File: src/rtl/dtp_pkg.sv
package dtp_pkg;

  typedef enum logic [1:0] {
    PH_IDLE = 2'd0,
    PH_NORM = 2'd1,
    PH_HIGH = 2'd2,
    PH_WAIT = 2'd3
  } phase_e;

  typedef struct packed {
    logic [2:0] code;
    logic [1:0] offset;
    logic       hot;
    logic [2:0] ivl_exp;
    logic       derate;
    logic       limit;
    logic       invalid;
  } temp_rep_t;

  // Base-2 exponent of the refresh interval relative to nominal.
  function automatic logic [2:0] ivl_exp_of(input logic [2:0] code);
    logic [2:0] e;
    case (code)
      3'd1:    e = 3'sd2;
      3'd2:    e = 3'sd1;
      3'd4:    e = -3'sd1;
      3'd5,
      3'd6,
      3'd7:    e = -3'sd2;
      default: e = 3'sd0;
    endcase
    return e;
  endfunction

  function automatic temp_rep_t decode_mr(input logic [7:0] d);
    temp_rep_t r;
    r.code    = d[2:0];
    r.offset  = d[6:5];
    r.hot     = d[2];
    r.ivl_exp = ivl_exp_of(d[2:0]);
    r.derate  = (d[2:0] == 3'd6);
    r.limit   = (d[2:0] == 3'd7);
    r.invalid = (d[2:0] == 3'd0);
    return r;
  endfunction

endpackage

File: src/rtl/dtp_tick.sv
module dtp_tick #(
  parameter int PW = 8
) (
  input  logic          clk,
  input  logic          rst_n,
  input  logic          run,
  input  logic          restart,
  input  logic [PW-1:0] prescale,
  output logic          tick
);

  logic [PW-1:0] cnt_q;

  assign tick = run && (cnt_q == prescale);

  always_ff @(posedge clk or negedge rst_n) begin
    if (!rst_n) begin
      cnt_q <= '0;
    end else if (!run || restart || tick) begin
      cnt_q <= '0;
    end else begin
      cnt_q <= cnt_q + 1'b1;
    end
  end

  // A stopped prescaler restarts from zero.
  p_stop_clears_r1: assert property (@(posedge clk) disable iff (!rst_n)
    !run |=> (cnt_q == '0));

endmodule

File: src/rtl/dtp_sched.sv
module dtp_sched
  import dtp_pkg::*;
#(
  parameter int CW = 8
) (
  input  logic          clk,
  input  logic          rst_n,
  input  logic          en,
  input  logic          tick,
  input  logic [CW-1:0] poll_cnt,
  input  logic [CW-1:0] high_cnt,
  input  logic [CW-1:0] tmo_cnt,
  input  logic          grant,
  input  logic          rd_valid,
  output logic          run,
  output logic          restart,
  output logic          req_valid,
  output logic          req_high,
  output logic          timeout,
  output logic          outstanding,
  output logic          rd_accept
);

  phase_e        ph_q, ph_d;
  logic [CW-1:0] ticks_q;
  logic [CW-1:0] limit_raw;
  logic [CW-1:0] limit_eff;
  logic          phase_done;
  logic          tmo_set;

  always_comb begin
    case (ph_q)
      PH_IDLE: limit_raw = poll_cnt;
      PH_NORM: limit_raw = high_cnt;
      PH_HIGH: limit_raw = tmo_cnt;
      default: limit_raw = '0;
    endcase
  end

  assign limit_eff   = (limit_raw == '0) ? CW'(1) : limit_raw;
  assign phase_done  = tick && (ticks_q == limit_eff - 1'b1);
  assign outstanding = (ph_q == PH_WAIT);
  assign rd_accept   = outstanding && rd_valid;
  assign req_valid   = (ph_q == PH_NORM) || (ph_q == PH_HIGH);
  assign req_high    = (ph_q == PH_HIGH);
  assign run         = en && ((ph_q == PH_IDLE) || (ph_q == PH_NORM) ||
                              ((ph_q == PH_HIGH) && !timeout));
  assign tmo_set     = (ph_q == PH_HIGH) && phase_done && !timeout && !grant;

  always_comb begin
    ph_d = ph_q;
    if (!en) begin
      ph_d = PH_IDLE;
    end else begin
      case (ph_q)
        PH_IDLE: if (phase_done) ph_d = PH_NORM;
        PH_NORM: begin
          if (grant)           ph_d = PH_WAIT;
          else if (phase_done) ph_d = PH_HIGH;
        end
        PH_HIGH: if (grant)    ph_d = PH_WAIT;
        PH_WAIT: if (rd_valid) ph_d = PH_IDLE;
        default:               ph_d = PH_IDLE;
      endcase
    end
  end

  assign restart = (ph_d != ph_q);

  always_ff @(posedge clk or negedge rst_n) begin
    if (!rst_n) begin
      ph_q    <= PH_IDLE;
      ticks_q <= '0;
      timeout <= 1'b0;
    end else begin
      ph_q <= ph_d;
      if (restart || !run) begin
        ticks_q <= '0;
      end else if (tick) begin
        ticks_q <= phase_done ? '0 : ticks_q + 1'b1;
      end
      if (!en || rd_accept) begin
        timeout <= 1'b0;
      end else if (tmo_set) begin
        timeout <= 1'b1;
      end
    end
  end

  p_no_req_when_off_r1: assert property (@(posedge clk) disable iff (!rst_n)
    !en |=> !req_valid);

  p_high_needs_req_r3: assert property (@(posedge clk) disable iff (!rst_n)
    req_high |-> req_valid);

  p_grant_drops_req_r5: assert property (@(posedge clk) disable iff (!rst_n)
    (req_valid && grant && en) |=> (!req_valid && outstanding));

  p_timeout_holds_r4: assert property (@(posedge clk) disable iff (!rst_n)
    (timeout && en && !rd_accept) |=> timeout);

  p_timeout_while_high_r4: assert property (@(posedge clk) disable iff (!rst_n)
    $rose(timeout) |-> req_high);

endmodule

File: src/rtl/dtp_capture.sv
module dtp_capture
  import dtp_pkg::*;
#(
  parameter int DW = 8
) (
  input  logic          clk,
  input  logic          rst_n,
  input  logic          rd_accept,
  input  logic          rd_valid,
  input  logic [DW-1:0] rd_data,
  input  logic          irq_clr,
  output temp_rep_t     rep,
  output logic          irq
);

  temp_rep_t rep_d;
  logic      seen_q;
  logic      code_change;

  assign rep_d       = decode_mr(rd_data[7:0]);
  assign code_change = rd_accept && (!seen_q || (rep_d.code != rep.code));

  always_ff @(posedge clk or negedge rst_n) begin
    if (!rst_n) begin
      rep    <= '0;
      seen_q <= 1'b0;
      irq    <= 1'b0;
    end else begin
      if (rd_accept) begin
        rep    <= rep_d;
        seen_q <= 1'b1;
      end
      if (code_change) begin
        irq <= 1'b1;
      end else if (irq_clr) begin
        irq <= 1'b0;
      end
    end
  end

  p_ignore_stray_r6: assert property (@(posedge clk) disable iff (!rst_n)
    (rd_valid && !rd_accept) |=> $stable(rep));

  p_irq_sticky_r10: assert property (@(posedge clk) disable iff (!rst_n)
    (irq && !irq_clr) |=> irq);

  p_set_wins_r10: assert property (@(posedge clk) disable iff (!rst_n)
    code_change |=> irq);

  p_flags_excl_r8: assert property (@(posedge clk) disable iff (!rst_n)
    $onehot0({rep.derate, rep.limit, rep.invalid}));

endmodule

File: src/rtl/dram_temp_poller.sv
module dram_temp_poller
  import dtp_pkg::*;
#(
  parameter int PW = 8,
  parameter int CW = 8,
  parameter int DW = 8
) (
  input  logic          clk,
  input  logic          rst_n,
  input  logic          poll_en,
  input  logic [PW-1:0] cfg_prescale,
  input  logic [CW-1:0] cfg_poll_cnt,
  input  logic [CW-1:0] cfg_high_cnt,
  input  logic [CW-1:0] cfg_tmo_cnt,
  output logic          req_valid,
  output logic          req_high,
  input  logic          req_grant,
  input  logic          rd_valid,
  input  logic [DW-1:0] rd_data,
  output logic          irq,
  input  logic          irq_clr,
  output logic [2:0]    stat_code,
  output logic [1:0]    stat_offset,
  output logic          stat_hot,
  output logic [2:0]    stat_ivl_exp,
  output logic          stat_derate,
  output logic          stat_limit,
  output logic          stat_invalid,
  output logic          stat_timeout
);

  logic      tick;
  logic      run;
  logic      restart;
  logic      outstanding;
  logic      rd_accept;
  temp_rep_t rep;

  dtp_tick #(.PW(PW)) u_tick (
    .clk      (clk),
    .rst_n    (rst_n),
    .run      (run),
    .restart  (restart),
    .prescale (cfg_prescale),
    .tick     (tick)
  );

  dtp_sched #(.CW(CW)) u_sched (
    .clk         (clk),
    .rst_n       (rst_n),
    .en          (poll_en),
    .tick        (tick),
    .poll_cnt    (cfg_poll_cnt),
    .high_cnt    (cfg_high_cnt),
    .tmo_cnt     (cfg_tmo_cnt),
    .grant       (req_grant),
    .rd_valid    (rd_valid),
    .run         (run),
    .restart     (restart),
    .req_valid   (req_valid),
    .req_high    (req_high),
    .timeout     (stat_timeout),
    .outstanding (outstanding),
    .rd_accept   (rd_accept)
  );

  dtp_capture #(.DW(DW)) u_capture (
    .clk       (clk),
    .rst_n     (rst_n),
    .rd_accept (rd_accept),
    .rd_valid  (rd_valid),
    .rd_data   (rd_data),
    .irq_clr   (irq_clr),
    .rep       (rep),
    .irq       (irq)
  );

  assign stat_code    = rep.code;
  assign stat_offset  = rep.offset;
  assign stat_hot     = rep.hot;
  assign stat_ivl_exp = rep.ivl_exp;
  assign stat_derate  = rep.derate;
  assign stat_limit   = rep.limit;
  assign stat_invalid = rep.invalid;

  // Data is taken only while a read is outstanding.
  p_accept_only_outstanding_r6: assert property (@(posedge clk) disable iff (!rst_n)
    rd_accept |-> (outstanding && !req_valid));

endmodule

File: config.mk
export PLATFORM = sky130hd
export DESIGN_NAME = dram_temp_poller
export DESIGN_NICKNAME = d
export VERILOG_FILES = /design/src/rtl/dtp_pkg.sv /design/src/rtl/dtp_tick.sv /design/src/rtl/dtp_sched.sv /design/src/rtl/dtp_capture.sv /design/src/rtl/dram_temp_poller.sv
export SDC_FILE = /design/constraint.sdc
export NUM_CORES = 1
export LEC_CHECK = 0
export BUFFER_PORTS_ARGS = -buffer_cell sky130_fd_sc_hd__buf_2
export CAP_MARGIN = 20
export CELL_PAD_IN_SITES_DETAIL_PLACEMENT = 1
export CELL_PAD_IN_SITES_GLOBAL_PLACEMENT = 1
export CORE_UTILIZATION = 38
export DETAILED_ROUTE_END_ITERATION = 10
export PLACE_DENSITY = 0.8
export SLEW_MARGIN = 0
export SYNTH_ARGS = -nofsm -noshare
export SYNTH_HDL_FRONTEND = slang
export SYNTH_SLANG_ARGS = --single-unit
File: constraint.sdc
create_clock -name clk -period 4.3 [get_ports clk]
set_input_delay 0.86 -clock clk [delete_from_list [all_inputs] [get_ports clk]]
set_output_delay 0.86 -clock clk [all_outputs]
set_load 0.02 [all_outputs]
==> impl_metrics.yaml <==
routing:
  totalWireLength_mm: 6.08
  drt_first_pass_iters: 5
  routedWlPerCell_um: 16.0
  drc: 0
  vias: 2071
  viasPerCell: 5.44
  drtAntennaViolNets: 0
  first_iter_violations: 137
timing:
  maxSlewHeadroom_pct: 52.0
  finalSetupTns_ps: 0
  fin_crit_sh_pct: 89.9
  grt_setup_unrepaired: "no"
  tightest_slew_ps: 721
  finalHoldViolCount: 0
  fin_skew_ps: 6.87
  final-setup-viol-count: 0
  fin_ws_ps: 436
  max_freq_ghz: 0.259
  post-route-min-period_ps: 3860
  slew_viol_final: 0
clock_tree:
  cts-root-buf: "clkbuf_8"
  tritoncts: "built"
  insertion_delay_ps: 280
  cts_hold_buf: 0
  cts_buffer_depth: 2
  numCtsBuffers: 5
  clkTransAtPathRegs_ps: 70
  h-tree-depth: 2
  clock_sinks: 32
die:
  ios: 62
  row_count: 27
  initial_core_util_pct: 40.0
  dieArea_um2: 6220
  fp.dieW_um: 78.9
  floorplan.die.height_um: 78.9
  core_area_um2: 5610
placement:
  placed_area_um2: 2630
  dp_hpwl_mm: 4.55
  gp_congestion: 0.930
  io_buffers: 58
  dpl_worst_slack_ps: 252
min_path:
  hold_depth: 1
  worstHoldStart: "u_capture.seen_q"
  hp-class: "flip-flop to flip-flop"
synth:
  synth_top_family_by_area: "simple AND/OR/NAND/NOR gates"
  synthXorXnorAreaFrac_pct: 13.3
  syn_inst: 243
  synthMuxAreaShare_pct: 1.95
  synth_area_leaders: "dfrtp_1 36%, xnor2_1 7.4%, xor2_1 5.8%, ha_1 5.6%, a222oi_1 3.6%"
  synth-compound-area-share_pct: 15.9
  synth_fp_nets: 299
  synth_top_cell_by_area: "dfrtp_1"
  avgSynthCellArea_um2: 9.24
  synthSimpleGateAreaFrac_pct: 23.0
  synth_top_area_share_pct: 35.7
  synth_cell_types: 44
  yosysWarnings: 0
  synth_fa_ha_area_share_pct: 5.57
  ys_seq_elements: 32
  syn-cell-area_um2: 2250
  seq_area_frac_synth_pct: 35.7
global_routing:
  antenna_found_initial: 0
  grt_max_degree: 33
  grt_pass1_vias: 2122
  grt_pass1_wl_mm: 9.96
  grtUsageTotal_pct: 20.6
  gr-total-overflow: 0
setup_path:
  cp-startpoint: "u_sched.ph_q[0]"
  worst-setup-path-type: "flip-flop to flip-flop"
  crit_path_max_incr_delay_ps: 500
  path_delay_family: "compound AO/OA/AOI/OAI gates"
  worstPathCellList: "inv_1 -> ha_1 -> a222oi_1 -> buf_4 -> nand4_1 -> o21ai_0 -> inv_1 -> ha_1 -> a311oi_1 -> a21oi_1 -> xor2_1 -> nand3_1 -> o41ai_2 -> o31ai_1"
  r2r.worst_path.cells: 14
  crit_slowest_cell: "dfrtp_1"
  cp_max_fo: 13
  cp_data_required_time_ps: 4450
  end_kind: "flip-flop"
  cp.arrival_ps: 4010
  path_depth: 14
  r2r-start: "u_sched.ph_q[0]"
  critical_path_buf_inv_count: 3
  start_kind: "flip-flop"
power_and_ir_drop:
  powerDensity_nw_per_um2: 492
  power_frac_seq_pct: 26.4
  leakage_nw: 1.35
  swShare_pct: 40.9
  ir_drop_uv: 253
  p_switching_w: 0.000558
  clockPowerShare_pct: 23.2
  p_int_w: 0.000807
  combPwrFrac_pct: 50.4
final_layout:
  final_cell_mix: "58 x buf_2, 32 x dfrtp_1, 20 x nand2_1, 19 x xnor2_1, 18 x nor2_1"
  antenna_cells: 0
  final_common_cell: "buf_2"
  syn2layout_area_growth_pct: 23.6
  final_nets: 364
  drive_gt1_share_pct: 30.1
  design_area_um2: 2780
run:
  cap_violations: 0
outcome:
  status: "finished, final reports clean"
## per-stage QoR
step | hold slack (ps) | utilization [%] | total power (W) | std cells
after floorplan | 435 | - | 0.000842 | 243
after global placement | 450 | 47.0 | 0.00102 | 372
after detailed placement | 452 | 47.0 | 0.00104 | 372
after CTS | 472 | 49.2 | 0.00137 | 380
after global routing | 477 | 49.5 | 0.00146 | 381
final | 466 | 49.5 | 0.00136 | 381
## state kept, by name (all words and copies together) (netlist names)
name and cells:
u_capture.irq 1, u_capture.rep 11, u_capture.seen_q 1, u_sched.ph_q 2, u_sched.ticks_q 8, u_sched.timeout 1
u_tick.cnt_q 8
## area by class of cell
cell class	instances	area (µm²)
sequential	32	801
inverter	12	45.0
clock inverter	1	30.0
timing repair buffer	68	365
clock buffer	7	96.3
tap	72	90.1
multi-input combinational	189	1350
fill	700	2830
## cell usage after synthesis, drive strengths merged
| cell type | n |
|---|---|
| o41ai | 2 |
| nor2b | 3 |
| and3 | 7 |
| a41oi | 1 |
| a311oi | 1 |
| nand4 | 9 |
| nand2 | 20 |
| o2111a | 1 |
| and2 | 1 |
| dfrtp | 32 |
| a31o | 1 |
| mux2i | 1 |
| xnor2 | 19 |
| a31oi | 1 |
| a222oi | 8 |
| clkbuf | 6 |
| a41o | 2 |
| mux2 | 3 |
| or2 | 2 |
| or4 | 1 |
| ha | 10 |
| o21ai | 10 |
| a2111oi | 1 |
| inv | 12 |
| o211ai | 4 |
| o21a | 2 |
| nor4 | 4 |
| nand2b | 6 |
| and4b | 2 |
| nor3 | 9 |
| a21boi | 1 |
| nand3 | 12 |
| nor2 | 18 |
| o2111ai | 1 |
| xor2 | 15 |
| buf | 4 |
| o31ai | 6 |
| a21oi | 5 |
## cell families (layout without fill, tap and decap cells)
kind of cell,count (synthesis),count (layout)
and+or+nand+nor,94,94
AOI/OAI and AO/OA,47,47
xor gates and xnor gates,34,34
DFF,32,32
buffers and inverters,22,88
adders and majority gates,10,10
muxes,4,4
## routing by layer
metal	up-vias	global-route usage [%]	share of wire (%)
li1	1014	-	-
met1	1001	25.4	45
met2	51	36.8	51
met3	5	2.99	3.7
met4	0	6.36	1.1
met5	-	0	0
## power groups by stage
stage	registers, W	logic, W	clock network [W]
floorplan	0.000368	0.000475	0
global placement	0.000364	0.000655	0
detailed placement	0.000366	0.000673	0
CTS	0.000361	0.000681	0.000324
global route	0.000366	0.000759	0.000335
finish	0.000361	0.000688	0.000316
## worst reg2reg max path, stage by stage, from the launching register on
cell and delay, ps:
dfrtp_1 500, inv_1 170, ha_1 390, a222oi_1 340, buf_4 200, nand4_1 100
o21ai_0 330, inv_1 90, ha_1 260, a311oi_1 240, a21oi_1 100, xor2_1 190
nand3_1 220, o41ai_2 460, o31ai_1 140
## path summary, 6_finish.rpt
kind	endpoint	slack, ps
worst max-delay path	u_sched.ph_q[1]	440
worst min-delay path	u_capture.seen_q	470
worst max register to register	u_sched.ph_q[1]	440
worst min register to register	u_capture.seen_q	470
max in group asynchronous	u_tick.cnt_q[1]	3200
min in group asynchronous	u_capture.rep[4]	630
## repair_timing
| item | in CTS | in global routing |
|---|---|---|
| endpoints found under the setup margin | 0 | 1 |
| resized for setup | 0 | 1 |
| setup buffers | 0 | 1 |
| hold endpoints to repair | 0 | 0 |
Note: power is estimated with default switching activity, not from simulation.
